## config.mk

```make
export PLATFORM = sky130hd
export DESIGN_NAME = cmp_change_irq
export DESIGN_NICKNAME = d
export VERILOG_FILES = /design/src/rtl/cmp_change_pkg.sv /design/src/rtl/cmp_change_cfg.sv /design/src/rtl/cmp_change_lane.sv /design/src/rtl/cmp_change_req.sv /design/src/rtl/cmp_change_irq.sv
export SDC_FILE = /design/constraint.sdc
export NUM_CORES = 1
export LEC_CHECK = 0
export BUFFER_PORTS_ARGS = -buffer_cell sky130_fd_sc_hd__buf_2
export CAP_MARGIN = 20
export CORE_ASPECT_RATIO = 1.5
export CORE_MARGIN = 10
export CORE_UTILIZATION = 40
export CTS_CLUSTER_DIAMETER = 50
export DETAILED_ROUTE_END_ITERATION = 8
export PLACE_DENSITY = 0.68
export SLEW_MARGIN = 20
export SYNTH_ARGS = -nofsm -noshare
export SYNTH_HDL_FRONTEND = slang
export SYNTH_SLANG_ARGS = --single-unit
```

## constraint.sdc

```tcl
create_clock -name clk_i -period 1.41 [get_ports clk_i]
set_input_delay 0.141 -clock clk_i [delete_from_list [all_inputs] [get_ports clk_i]]
set_output_delay 0.141 -clock clk_i [all_outputs]
set_load 0.05 [all_outputs]
```

## src/rtl/cmp_change_pkg.sv

```systemverilog
package cmp_change_pkg;
  localparam int MODE_W = 3;
  typedef logic [MODE_W-1:0] mode_t;

  localparam mode_t MODE_RST_OFF = '0;
  localparam mode_t MODE_ALT_OFF = '1;

  localparam logic ADDR_CTRL = 1'b0;
  localparam logic ADDR_INTR = 1'b1;

  function automatic logic mode_on(mode_t m);
    return (m != MODE_RST_OFF) && (m != MODE_ALT_OFF);
  endfunction
endpackage

```

## src/rtl/cmp_change_cfg.sv

```systemverilog
module cmp_change_cfg
  import cmp_change_pkg::*;
#(
  parameter int N_CH       = 2,
  parameter int DATA_W     = 8,
  parameter int SETTLE_CYC = 4
) (
  input  logic              clk_i,
  input  logic              rst_ni,
  input  logic              wr_ctrl_i,
  input  logic              wr_intr_i,
  input  logic [DATA_W-1:0] wdata_i,
  output mode_t             mode_o,
  output logic              on_o,
  output logic              start_o,
  output logic              settling_o,
  output logic [N_CH-1:0]   clr_o,
  output logic [N_CH-1:0]   ie_o,
  output logic              pie_o,
  output logic              gie_o
);
  localparam int CNT_W   = (SETTLE_CYC > 0) ? $clog2(SETTLE_CYC + 1) : 1;
  localparam int IE_LSB  = N_CH;
  localparam int PIE_BIT = 2 * N_CH;
  localparam int GIE_BIT = 2 * N_CH + 1;

  mode_t            mode_q;
  logic [N_CH-1:0]  ie_q;
  logic             pie_q, gie_q;
  logic [CNT_W-1:0] cnt_q;
  mode_t            mode_wr;

  assign mode_wr = mode_t'(wdata_i[MODE_W-1:0]);
  assign on_o    = mode_on(mode_q);
  // off -> on transition restarts snapshot and settling window
  assign start_o = wr_ctrl_i && !on_o && mode_on(mode_wr);
  assign settling_o = start_o || (cnt_q != '0);
  assign clr_o   = wr_intr_i ? wdata_i[N_CH-1:0] : '0;

  always_ff @(posedge clk_i or negedge rst_ni) begin
    if (!rst_ni) begin
      mode_q <= MODE_RST_OFF;
      ie_q   <= '0;
      pie_q  <= 1'b0;
      gie_q  <= 1'b0;
    end else begin
      if (wr_ctrl_i) mode_q <= mode_wr;
      if (wr_intr_i) begin
        ie_q  <= wdata_i[IE_LSB +: N_CH];
        pie_q <= wdata_i[PIE_BIT];
        gie_q <= wdata_i[GIE_BIT];
      end
    end
  end

  always_ff @(posedge clk_i or negedge rst_ni) begin
    if (!rst_ni)            cnt_q <= '0;
    else if (start_o)       cnt_q <= CNT_W'(SETTLE_CYC);
    else if (cnt_q != '0)   cnt_q <= cnt_q - 1'b1;
  end

  assign mode_o = mode_q;
  assign ie_o   = ie_q;
  assign pie_o  = pie_q;
  assign gie_o  = gie_q;

  generate
    if (SETTLE_CYC > 0) begin : g_settle_chk
      // an enabling write opens the masking window
      a_r7_settle_opens: assert property (@(posedge clk_i) disable iff (!rst_ni)
        start_o |=> (settling_o && on_o));
    end
  endgenerate
endmodule

```

## src/rtl/cmp_change_lane.sv

```systemverilog
module cmp_change_lane (
  input  logic clk_i,
  input  logic rst_ni,
  input  logic cmp_i,
  input  logic active_i,
  input  logic load_i,
  input  logic rd_i,
  input  logic clr_i,
  output logic mis_o,
  output logic flag_o
);
  logic snap_q, flag_q;

  assign mis_o = active_i && (cmp_i != snap_q);

  always_ff @(posedge clk_i or negedge rst_ni) begin
    if (!rst_ni) begin
      snap_q <= 1'b0;
      flag_q <= 1'b0;
    end else begin
      if (load_i) snap_q <= cmp_i;
      // read update wins over flag setting in the same cycle
      flag_q <= (flag_q && !clr_i) || (mis_o && !rd_i);
    end
  end

  assign flag_o = flag_q;

  a_r3_clear_blocked: assert property (@(posedge clk_i) disable iff (!rst_ni)
    (mis_o && !rd_i) |=> flag_q);
  a_r5_read_wins: assert property (@(posedge clk_i) disable iff (!rst_ni)
    (rd_i && !flag_q) |=> !flag_q);
  a_r4_read_syncs: assert property (@(posedge clk_i) disable iff (!rst_ni)
    rd_i |=> (snap_q == $past(cmp_i)));
endmodule

```

## src/rtl/cmp_change_req.sv

```systemverilog
module cmp_change_req #(
  parameter int N_CH = 2
) (
  input  logic            clk_i,
  input  logic            rst_ni,
  input  logic [N_CH-1:0] flag_i,
  input  logic [N_CH-1:0] ie_i,
  input  logic            pie_i,
  input  logic            gie_i,
  input  logic            sleep_i,
  output logic            irq_o,
  output logic            wake_o
);
  logic pend;

  assign pend   = |(flag_i & ie_i) && pie_i;
  assign wake_o = pend && sleep_i;
  assign irq_o  = pend && gie_i;

  a_r8_wake_gated: assert property (@(posedge clk_i) disable iff (!rst_ni)
    wake_o |-> (sleep_i && pie_i && (flag_i != '0)));
  a_r9_irq_gated: assert property (@(posedge clk_i) disable iff (!rst_ni)
    irq_o |-> (gie_i && pie_i && (ie_i != '0)));
endmodule

```

## src/rtl/cmp_change_irq.sv

```systemverilog
module cmp_change_irq
  import cmp_change_pkg::*;
#(
  parameter int N_CH       = 2,
  parameter int DATA_W     = 8,
  parameter int SETTLE_CYC = 4
) (
  input  logic              clk_i,
  input  logic              rst_ni,
  input  logic [N_CH-1:0]   cmp_i,
  input  logic              sleep_i,
  input  logic              addr_i,
  input  logic              wr_en_i,
  input  logic              rd_en_i,
  input  logic [DATA_W-1:0] wdata_i,
  output logic [DATA_W-1:0] rdata_o,
  output logic              irq_o,
  output logic              wake_o
);
  localparam int OUT_LSB = MODE_W;

  logic            wr_ctrl, wr_intr, rd_ctrl;
  mode_t           mode;
  logic            on, start, settling, pie, gie;
  logic [N_CH-1:0] clr, ie, flag, mis;

  assign wr_ctrl = wr_en_i && (addr_i == ADDR_CTRL);
  assign wr_intr = wr_en_i && (addr_i == ADDR_INTR);
  assign rd_ctrl = rd_en_i && (addr_i == ADDR_CTRL);

  cmp_change_cfg #(.N_CH(N_CH), .DATA_W(DATA_W), .SETTLE_CYC(SETTLE_CYC)) u_cfg (
    .clk_i, .rst_ni,
    .wr_ctrl_i(wr_ctrl), .wr_intr_i(wr_intr), .wdata_i,
    .mode_o(mode), .on_o(on), .start_o(start), .settling_o(settling),
    .clr_o(clr), .ie_o(ie), .pie_o(pie), .gie_o(gie)
  );

  for (genvar c = 0; c < N_CH; c++) begin : g_lane
    cmp_change_lane u_lane (
      .clk_i, .rst_ni,
      .cmp_i(cmp_i[c]),
      .active_i(on && !settling),
      .load_i(start || rd_ctrl),
      .rd_i(rd_ctrl),
      .clr_i(clr[c]),
      .mis_o(mis[c]),
      .flag_o(flag[c])
    );
  end

  cmp_change_req #(.N_CH(N_CH)) u_req (
    .clk_i, .rst_ni,
    .flag_i(flag), .ie_i(ie), .pie_i(pie), .gie_i(gie), .sleep_i,
    .irq_o, .wake_o
  );

  always_comb begin
    rdata_o = '0;
    if (addr_i == ADDR_CTRL) begin
      rdata_o[MODE_W-1:0]       = mode;
      rdata_o[OUT_LSB +: N_CH]  = cmp_i & {N_CH{on}};
    end else begin
      rdata_o[0 +: N_CH]        = flag;
      rdata_o[N_CH +: N_CH]     = ie;
      rdata_o[2*N_CH]           = pie;
      rdata_o[2*N_CH+1]         = gie;
    end
  end

  a_r6_off_quiet: assert property (@(posedge clk_i) disable iff (!rst_ni)
    !on |-> (mis == '0));
  a_r6_off_no_set: assert property (@(posedge clk_i) disable iff (!rst_ni)
    (!on && !$past(on) && flag == '0) |=> (flag == '0));
  a_r2_level_set: assert property (@(posedge clk_i) disable iff (!rst_ni)
    ((mis != '0) && !rd_ctrl) |=> (flag != '0));
endmodule

```

# == Word level (Yosys, flattened, before mapping) ==
# Index checks and enable logic that the tools add are counted.
# op_classes
addsub,1
eq_ne,4
mux,5
n_bitwise,3
reduce_logical,31
# ops
cell,count
logical AND 1 bit,17
nonzero test 3 bit,3
two-way mux 3 bit,2
!= test 3 bit (second input constant),2
zero test 1 bit,5
two-way mux 5 bit,1
bitwise AND 2 bit,2
logical OR 1 bit,4
subtractor 3 x 1 -> 3 bit (second input constant),1
two-way mux 2 bit,1
!= test 1 bit,2
nonzero test 2 bit,1
OR reduction 2 bit,1
two-way mux 1 bit,1
NOT 1 bit,1
# word_totals
ff_bits,14
in_bits,16
output_inout_bits,10
elab_cells,53

# == Depth between registers and ports, before layout ==
# Gate-level depths: netlist (run 1).
# depth
word_depth,11
mapped_depth,5
ltp_nobuf,5

# == Cells and area by module ==
# From an unflattened synthesis (run 1), not the netlist that was laid out.
# hier_totals
cells_unflattened,77
hier_area_um2,829.5
# by_module_without_submodules
module,n_inst,cells_per_inst,area_each_um2,seq_area_each_um2
cmp_change_cfg,1,39,480.5,250.2
cmp_change_lane,2,8,95.1,50.0
cmp_change_irq,1,19,137.6,0.0
cmp_change_req,1,3,21.3,0.0

# == Worst setup path after synthesis (run 1) ==
# OpenSTA, ideal clock, no wires.
# synth_path
path_kind,reg-to-output
start,register u_cfg.mode_q[0] (netlist: u_cfg.mode_o[0])
end,output rdata_o[3]
arrival_time_ns,1.896
required_ns,1.269
path_slack_ns,-0.627
path_stages_with_launch,5
path_buffers,0
cell_sequence,dfrtp_1 and3_1 nor2_1 nand2_1 o21ai_0
# synth_via
elab_chain_cells,4
elab_cells_between_ends,5
classes_between,eq/ne: 1; mux: 1; bitwise: 1; reduce/logical: 2
# synth_rtl
item,line,source
from (decl),cmp_change_cfg.sv:27,mode_t mode_q;
from (signal assigned),cmp_change_cfg.sv:47,if (wr_ctrl_i) mode_q <= mode_wr;
!= test 3 bit or nonzero test 3 bit (tied branches),cmp_change_pkg.sv:12,return (m != MODE_RST_OFF) && (m != MODE_ALT_OFF);
logical AND 1 bit *,cmp_change_pkg.sv:12,
bitwise AND 2 bit *,cmp_change_irq.sv:61,rdata_o[OUT_LSB +: N_CH] = cmp_i & {N_CH{on}};
two-way mux 5 bit *,cmp_change_irq.sv:59,if (addr_i == ADDR_CTRL) begin
to (decl),cmp_change_irq.sv:16,"output logic [DATA_W-1:0] rdata_o,"
# Every way passes the cells marked *; elsewhere a longest branch is shown, timed or not.

# == Worst setup path in the final report (run 1) ==
# layout_path
start,register u_cfg.mode_q[1] (netlist: u_cfg.mode_o[1])
end,output rdata_o[3]
# Same word-level chain as after synthesis.

==> results of run 1 <==
## layer usage
layer / vias up / wire (um) / GRT usage (%)
li1: 327 / - / -
met2: 19 / 1094 / 17.55
met1: 315 / 766 / 9.463
met3: 4 / 89 / 2.896
met4: 0 / 22 / 5.898
met5: - / 0 / 0
## synthesized netlist by cell type
cell type,instances,share of area [%]
mux2_4,2,3.8
inv_1,2,0.95
buf_4,2,1.9
mux2_2,7,10
a22o_1,3,3.3
xor2_1,2,2.2
ha_1,2,3.2
xnor2_1,1,1.1
mux2i_1,1,1.3
and3_1,3,2.4
and2_1,1,0.80
conb_1,1,0.48
dfrtp_1,14,45
nor4_1,1,0.80
nor3_1,1,0.64
a211oi_1,1,0.95
o21ai_0,2,1.3
or3_4,1,1.4
nand2b_1,2,1.6
clkbuf_1,1,0.48
nand2b_2,1,1.1
and2b_1,1,0.95
nand2_1,15,7.2
o2111ai_2,1,1.9
nor2_1,5,2.4
nor2b_1,1,0.80
nand3_1,4,2.5
## critical path: stages, from the launching register on
cell	delay (ns)
dfrtp_1	0.42
and3_4	0.21
nor2_4	0.10
nand2_1	0.08
o21ai_2	0.14
buf_6	0.18
## path summary, 6_finish.rpt
check,from,to,slack [ns]
setup reg to reg,u_cfg.mode_o[1],g_lane[1].u_lane.snap_q,-0.10
hold reg to reg,u_cfg.cnt_q[2],u_cfg.cnt_q[2],0.53
hold / removal,wdata_i[5],u_cfg.gie_o,0.10
max in group asynchronous,rst_ni,g_lane[1].u_lane.flag_o,0.89
min in group asynchronous,rst_ni,u_cfg.pie_o,0.29
setup / recovery,u_cfg.mode_o[1],rdata_o[3],-0.13
## registers in the layout, indices dropped and copies added, names as in the netlist
name and cells:
u_cfg.ie_o 2, u_cfg.cnt_q 3, g_lane.u_lane.snap_q 2, u_cfg.pie_o 1, u_cfg.gie_o 1, g_lane.u_lane.flag_o 2
u_cfg.mode_o 3
## layout make-up
type                       count  area, sq um  area share, %
tap                           21        26.28          2.373
multi-input combinational     60        462.9          41.81
sequential                    14        350.3          31.64
timing repair buffer          30        237.7          21.47
clock buffer                   3        22.52          2.034
inverter                       2        7.507         0.6780
## where the power goes
group	internal, uW	total [uW]	leakage (uW)	switching (uW)
combinational	361	764	0.000364	403
clock	98.7	216	0.0000138	117
sequential	515	602	0.000169	87.9
total	974	1580	0.000547	608
## stage by stage
step / instances / TNS [ns] / setup WS (ns) / util, %
finish: 130 / -0.5734 / -0.1275 / 59.72
global route: 130 / -1.089 / -0.1990 / 59.72
CTS: 127 / -0.4905 / -0.1313 / 56.95
detailed placement: 122 / -0.2326 / -0.08053 / 50.74
global placement: 122 / -0.07221 / -0.02513 / 50.74
floorplan: 79 / 0 / 0.0001386 / -
## cell families after synthesis
group	Yosys count	share of synthesized area, %
AND/OR/NAND/NOR	36	22.58
flip-flops	14	44.52
multiplexers	10	15.10
AO/OA/AOI/OAI	7	7.473
buffers and inverters	5	3.338
XOR/XNOR	3	3.339
adder cells (fa/ha/maj)	2	3.179
other	1	0.4765
## what timing repair did
item                                    in CTS  in global routing
hold buffers                                 1                  0
hold endpoints to repair                    14                  0
pin swaps                                    3                  3
buffers inserted                             1                  3
gates resized for setup                     21                  7
endpoints found under the setup margin       9                 11
==> impl_metrics.py, run 1 <==
metrics = {
    "power_and_ir_drop": {
        "peakVddDrop_v": 0.0007557,
        "power.density_mw_per_mm2": 1429,
        "power_uw": 1582,
        "cellLeakagePower_uw": 0.0005467,
    },
    "global_route": {
        "grt_pass1_vias": 755,
        "grt_pass1_wl_mm": 3.284,
        "grt.total_usage_pct": 9.659,
        "overflow": 0,
        "antenna_found_initial": 0,
        "grt_max_degree": 15,
    },
    "cts": {
        "cts_max_level": 1,
        "cts.sinks": 14,
        "clk_latency_ns": 0.27,
        "cts-root-buf": "clkbuf_4",
        "numCtsBuffers": 3,
        "clkTransAtPathRegs_ns": 0.08,
        "cts_buffer_depth": 2,
        "cts_tree": "done",
    },
    "floorplanning": {
        "ios": 26,
        "fp.coreArea_sq_mm": 0.001854,
        "die_h_um": 74.33,
        "die_w_um": 56.22,
        "floorplan.initialDensity_pct": 42.44,
        "fp.dieArea_sq_mm": 0.004178,
        "row_count": 19,
    },
    "yosys": {
        "synth_area_sq_um": 787.0,
        "syn_avg_cell_area_sq_um": 10.09,
        "ys_seq_elements": 14,
        "yosysUniqueCellTypes": 27,
        "synth_cells": 78,
        "yosysWarnings": 0,
        "synth-seq-area-share_pct": 44.52,
    },
    "cells_and_area": {
        "antennaDiodeCount": 0,
        "syn2layout_area_growth_pct": 40.70,
        "fin_nets": 129,
        "final_cell_mix": "15 x nand2_1, 14 x dfrtp_1, 14 x buf_2",
        "final_common_cell": "nand2_1",
        "stdcell_area_sq_mm": 0.001107,
        "fill_cells": 157,
        "drive_gt1_share_pct": 46.79,
    },
    "worst_hold_path": {
        "hold_path.class": "in -> reg",
        "hold_path_depth": 2,
    },
    "timing": {
        "fin_crit_sh_pct": 109.0,
        "finalCriticalPeriod_ns": 1.538,
        "fmax_mhz": 650.4,
        "finalMaxSlewViolations": 0,
        "hold_violations": 0,
        "clock_skew_ns": 0.001120,
        "worst_slack_ns": -0.1275,
        "finalSetupViolCount": 7,
        "rsz0062_at_grt": "true",
        "fin_hold_ws_ns": 0.1037,
    },
    "placed_design": {
        "post-dp-hpwl_mm": 1.465,
        "port_buffers": 21,
        "placed_area_sq_um": 940.9,
        "gp_congestion": 0.7677,
    },
    "route": {
        "wl_per_cell_um": 15.17,
        "wl_mm": 1.972,
        "dr.first_iter.drc_count": 17,
        "avgViaCountPerCell": 5.115,
        "ant_nets": 0,
        "via_count": 665,
        "firstDrtPassIters": 4,
        "route.detailed.drc": 0,
    },
    "worst_setup_path": {
        "critPathKind": "reg -> out",
        "worstSetupStartpointType": "register",
        "crit_arrival_ns": 1.40,
        "cp_data_required_time_ns": 1.27,
        "ff2ff_path_depth": 5,
        "endpoint_kind": "output pin",
        "critPathMaxFanout": 3,
    },
    "run": {
        "max_cap_viol_count": 0,
    },
    "outcome": {
        "violations": "negative setup slack",
        "outcome": "complete, but fails checks",
    },
}
Power figures use the tool's default switching activity.
==> inputs of run 2 (changes only) <==
--- a/config.mk
+++ b/config.mk
@@ -6,13 +6,12 @@
 export NUM_CORES = 1
 export LEC_CHECK = 0
 export BUFFER_PORTS_ARGS = -buffer_cell sky130_fd_sc_hd__buf_2
-export CAP_MARGIN = 20
 export CORE_ASPECT_RATIO = 1.5
 export CORE_MARGIN = 10
 export CORE_UTILIZATION = 40
 export CTS_CLUSTER_DIAMETER = 50
 export DETAILED_ROUTE_END_ITERATION = 8
-export PLACE_DENSITY = 0.68
+export PLACE_DENSITY = 0.75
 export SLEW_MARGIN = 20
 export SYNTH_ARGS = -nofsm -noshare
 export SYNTH_HDL_FRONTEND = slang
==> impl_metrics.py, run 2 (same netlist as run 1, synthesis figures left out) <==
metrics = {
    "cts": {
        "numCtsBuffers": 3,
        "clk_latency_ns": 0.27,
        "cts.sinks": 14,
        "cts_tree": "done",
        "cts_buffer_depth": 2,
        "cts-root-buf": "clkbuf_4",
        "clkTransAtPathRegs_ns": 0.08,
        "cts_max_level": 1,
    },
    "power_and_ir_drop": {
        "cellLeakagePower_uw": 0.0005633,
        "pwr-share-seq_pct": 37.3,
        "clockPowerShare_pct": 13.2,
        "power_uw": 1613,
        "pwr-share-comb_pct": 49.5,
        "peakVddDrop_v": 0.0008130,
        "power.density_mw_per_mm2": 1404,
        "sw_frac_of_total_pct": 38.04,
        "p_int_uw": 999.2,
        "switchingPower_uw": 613.6,
    },
    "cells_and_area": {
        "final_cell_mix": "14 x nand2_1, 14 x dfrtp_1, 14 x buf_2",
        "fin_nets": 130,
        "syn2layout_area_growth_pct": 45.95,
        "drive_gt1_share_pct": 48.18,
        "antennaDiodeCount": 0,
        "finalNonFillerCells": 131,
        "final_util_pct": 61.94,
    },
    "floorplanning": {
        "fp.dieArea_sq_mm": 0.004178,
        "die_h_um": 74.33,
        "floorplan.initialDensity_pct": 42.44,
        "ios": 26,
        "row_count": 19,
        "fp.coreArea_sq_mm": 0.001854,
        "die_w_um": 56.22,
    },
    "route": {
        "wl_per_cell_um": 14.99,
        "ant_nets": 0,
        "dr.first_iter.drc_count": 8,
        "wl_mm": 1.964,
        "route.detailed.drc": 0,
        "avgViaCountPerCell": 5.107,
        "via_count": 669,
        "firstDrtPassIters": 4,
    },
    "run": {
        "max_cap_viol_count": 0,
    },
    "timing": {
        "fin_hold_ws_ns": 0.1023,
        "fin_crit_sh_pct": 109.5,
        "hold_violations": 0,
        "finalSetupViolCount": 7,
        "finalCriticalPeriod_ns": 1.543,
        "worst_slack_ns": -0.1333,
        "rsz0062_at_grt": "true",
        "clock_skew_ns": 0.001455,
        "fmax_mhz": 648.0,
        "finalMaxSlewViolations": 0,
    },
    "outcome": {
        "outcome": "complete, but fails checks",
        "violations": "negative setup slack",
    },
    "worst_setup_path": {
        "regToRegStartpoint": "u_cfg.mode_o[2]",
        "crit_start": "u_cfg.mode_o[2]",
        "cp_data_required_time_ns": 1.27,
        "critPathKind": "reg -> out",
        "reg2reg_slack_ns": -0.09,
        "worstSetupStartpointType": "register",
        "reg2reg_to": "g_lane[1].u_lane.snap_q",
        "ff2ff_path_depth": 5,
        "crit_arrival_ns": 1.40,
        "endpoint_kind": "output pin",
        "crit_end": "rdata_o[4]",
        "critPathMaxFanout": 3,
    },
    "placed_design": {
        "gp_congestion": 0.7760,
        "place_inst": 123,
        "port_buffers": 21,
        "pre_cts_slack_ns": -0.05862,
        "post-dp-hpwl_mm": 1.462,
    },
    "worst_hold_path": {
        "hold_path.class": "in -> reg",
        "hold_path_startpoint": "wdata_i[3]",
    },
    "global_route": {
        "grt_pass1_wl_mm": 2.932,
        "grt_pass1_vias": 711,
        "grt.total_usage_pct": 8.380,
        "overflow": 0,
        "grt_max_degree": 15,
        "antenna_found_initial": 0,
    },
}
==> run 2: worst min path at each step <==
stage	slack, ns	cells after the start	endpoint
final	0.10	2	u_cfg.ie_o[1]
after global routing	0.1	2	u_cfg.ie_o[1]
after global placement	0.05	1	u_cfg.cnt_q[0]
after floorplan	-0.15	0	g_lane[0].u_lane.flag_o
after CTS	0.10	2	u_cfg.ie_o[1]
after detailed placement	0.05	1	u_cfg.cnt_q[1]
==> run 2: routing by layer <==
metal / GRT usage (%) / vias to the layer above / routed length [um]
met4: 3.217 / 0 / 27
met3: 3.237 / 4 / 105
li1: - / 327 / -
met5: 0 / - / 0
met2: 16.19 / 21 / 1122
met1: 7.722 / 317 / 708
==> run 2: power by group through the flow <==
| stage | clock network, uW | registers (uW) | logic, uW |
|---|---|---|---|
| 2_1_floorplan | 0 | 579 | 492 |
| 3_3_place_gp | 0 | 593 | 620 |
| 3_5_place_dp | 0 | 597 | 642 |
| 4_1_cts | 217 | 597 | 721 |
| 5_1_grt | 237 | 614 | 858 |
| 6_report | 213 | 601 | 799 |
==> run 2: repair_timing <==
action	4_1_cts	5_1_grt
setup endpoints to repair	7	9
buffers inserted	1	5
hold endpoints to repair	14	0
hold buffers	1	0
resized for setup	19	16
pin swaps	2	2
==> run 2: layout make-up <==
class | count | area (sq um)
fill | 157 | 705.7
timing repair buffer | 31 | 256.5
clock buffer | 3 | 22.52
tap | 21 | 26.28
sequential | 14 | 350.3
inverter | 2 | 7.507
multi-input combinational | 60 | 485.5
==> run 2: critical path, cell delays in order (launching register included) <==
cell	delay [ns]
dfrtp_1	0.42
and3_4	0.21
nor2_4	0.12
nand2_1	0.09
o21ai_2	0.12
buf_6	0.17
==> run 2: stage by stage <==
stage | instance area, sq um | setup TNS [ns]
2_1_floorplan | 798.3 | 0
3_5_place_dp | 948.4 | -0.1710
4_1_cts | 1056 | -0.3589
3_3_place_gp | 948.4 | -0.03959
6_report | 1149 | -0.6310
5_1_grt | 1149 | -1.060
==> inputs of run 3 (changes only) <==
--- a/config.mk
+++ b/config.mk
@@ -6,12 +6,14 @@
 export NUM_CORES = 1
 export LEC_CHECK = 0
 export BUFFER_PORTS_ARGS = -buffer_cell sky130_fd_sc_hd__buf_2
+export CAP_MARGIN = 20
 export CORE_ASPECT_RATIO = 1.5
 export CORE_MARGIN = 10
 export CORE_UTILIZATION = 40
 export CTS_CLUSTER_DIAMETER = 50
 export DETAILED_ROUTE_END_ITERATION = 8
 export PLACE_DENSITY = 0.75
+export SETUP_SLACK_MARGIN = 0.3
 export SLEW_MARGIN = 20
 export SYNTH_ARGS = -nofsm -noshare
 export SYNTH_HDL_FRONTEND = slang
==> impl_metrics.py, run 3 (same netlist as run 1, synthesis figures left out) <==
metrics = {
    "power_and_ir_drop": {
        "sw_frac_of_total_pct": 38.47,
        "cellLeakagePower_uw": 0.0006274,
        "power.density_mw_per_mm2": 1451,
        "p_int_uw": 1169,
        "pwr-share-comb_pct": 56.5,
        "peakVddDrop_v": 0.001565,
        "switchingPower_uw": 730.7,
        "pwr-share-seq_pct": 31.9,
        "clockPowerShare_pct": 11.7,
    },
    "cells_and_area": {
        "drive_gt1_share_pct": 60.00,
        "final_common_cell": "dfrtp_1",
        "syn2layout_area_growth_pct": 66.30,
        "fin_nets": 140,
        "final_cell_mix": "14 x dfrtp_1, 13 x nand2_1, 13 x buf_2",
        "fill_cells": 137,
        "antennaDiodeCount": 0,
        "stdcell_area_sq_mm": 0.001309,
        "finalNonFillerCells": 141,
    },
    "timing": {
        "worst_slack_ns": -0.1613,
        "fin_hold_ws_ns": 0.1075,
        "finalCriticalPeriod_ns": 1.571,
        "fmax_mhz": 636.4,
        "hold_violations": 0,
        "finalMaxSlewViolations": 0,
        "rsz0062_at_grt": "true",
        "setup_tns_ns": -0.7875,
        "clock_skew_ns": 0.001953,
        "finalSetupViolCount": 7,
        "fin_crit_sh_pct": 111.4,
    },
    "placed_design": {
        "gp_congestion": 0.7885,
        "placed_area_sq_um": 997.2,
        "place_inst": 125,
        "port_buffers": 21,
        "pre_cts_slack_ns": -0.01539,
        "post-dp-hpwl_mm": 1.532,
    },
    "route": {
        "via_count": 717,
        "wl_met2_mm": 1.379,
        "routed.top_layer": "met4",
        "route.detailed.drc": 0,
        "avgViaCountPerCell": 5.085,
        "dr.first_iter.drc_count": 10,
        "wl_per_cell_um": 17.04,
        "wl_met1_um": 891,
        "wl_mm": 2.403,
        "firstDrtPassIters": 4,
        "ant_nets": 0,
        "routed-wl-met3_um": 108,
    },
    "worst_hold_path": {
        "hold_path_startpoint": "wdata_i[4]",
        "hold_path.class": "in -> reg",
        "worstHoldEndpoint": "u_cfg.pie_o",
        "hold_path_depth": 2,
    },
    "global_route": {
        "grt.total_usage_pct": 9.771,
        "grt_pass1_wl_mm": 3.312,
        "grt_max_degree": 15,
        "grt_pass1_vias": 778,
        "overflow": 0,
        "antenna_found_initial": 0,
    },
    "outcome": {
        "outcome": "complete, but fails checks",
        "violations": "negative setup slack",
    },
    "worst_setup_path": {
        "worstSetupStartpointType": "register",
        "critPathMaxFanout": 3,
        "ff2ff_path_depth": 6,
        "regToRegStartpoint": "u_cfg.mode_o[1]",
        "cp_data_required_time_ns": 1.57,
        "reg2reg_slack_ns": -0.16,
        "critPathKind": "reg -> reg",
        "crit_arrival_ns": 1.73,
        "endpoint_kind": "register",
        "reg2reg_to": "g_lane[0].u_lane.snap_q",
    },
    "cts": {
        "cts.sinks": 14,
        "clkTransAtPathRegs_ns": 0.08,
        "cts-root-buf": "clkbuf_4",
        "cts_tree": "done",
        "cts_max_level": 1,
        "cts_buffer_depth": 2,
        "clk_latency_ns": 0.27,
        "numCtsBuffers": 3,
    },
    "floorplanning": {
        "fp.dieArea_sq_mm": 0.004178,
        "die_w_um": 56.22,
        "fp.coreArea_sq_mm": 0.001854,
        "die_h_um": 74.33,
        "row_count": 19,
        "ios": 26,
        "floorplan.initialDensity_pct": 42.44,
    },
    "run": {
        "max_cap_viol_count": 0,
    },
}
-- run 3: routing by layer --
| layer | GRT usage (%) | vias to the layer above |
|---|---|---|
| met5 | 0 | - |
| met1 | 8.895 | 346 |
| met2 | 18.79 | 14 |
| li1 | - | 353 |
| met4 | 4.558 | 0 |
| met3 | 3.578 | 4 |
-- run 3: repair_timing --
action / 4_1_cts / 5_1_grt
pin swaps: 11 / 7
buffers inserted: 7 / 5
hold endpoints to repair: 14 / 0
hold buffers: 1 / 0
resized for setup: 34 / 14
endpoints found under the setup margin: 14 / 15
-- run 3: power by group through the flow --
stage               sequential (uW)  clock [uW]  combinational (uW)
floorplan                       585           0                 509
global placement                597           0                 655
CTS                             594         228                 961
detailed placement              604           0                 674
finish                          606         221                1070
global route                    617         240                1150
-- run 3: worst max path at each step --
stage	startpoint	to	slack, ns
after detailed placement	u_cfg.mode_o[1]	rdata_o[3]	-0.02
after global placement	u_cfg.mode_o[1]	rdata_o[3]	0.001
after floorplan	u_cfg.mode_o[0]	g_lane[0].u_lane.snap_q	0.09
final	u_cfg.mode_o[1]	g_lane[0].u_lane.snap_q	-0.16
after global routing	u_cfg.mode_o[1]	g_lane[0].u_lane.snap_q	-0.21
after CTS	u_cfg.mode_o[0]	rdata_o[3]	-0.15
-- run 3: critical path, stage by stage, from the launching register on --
cell,delay [ns]
dfrtp_1,0.39
buf_6,0.13
nor3_4,0.25
buf_6,0.14
o2111ai_4,0.14
nand2b_4,0.11
mux2_4,0.29
-- run 3: cell type report --
type                    instances  area [sq um]  share of cell area, %
clock buffers                   3         22.52                  1.721
inverters                       2         7.507                 0.5736
multi-input cells              60         553.0                  42.26
flip-flops and latches         14         350.3                  26.77
well taps                      21         26.28                  2.008
repair buffers                 41         349.1                  26.67
-- run 3: metrics by stage --
step,utilization (%),power [uW]
6_report,70.58,1899
3_3_place_gp,53.78,1252
4_1_cts,65.18,1783
3_5_place_dp,53.78,1278
2_1_floorplan,-,1094
5_1_grt,70.58,2004
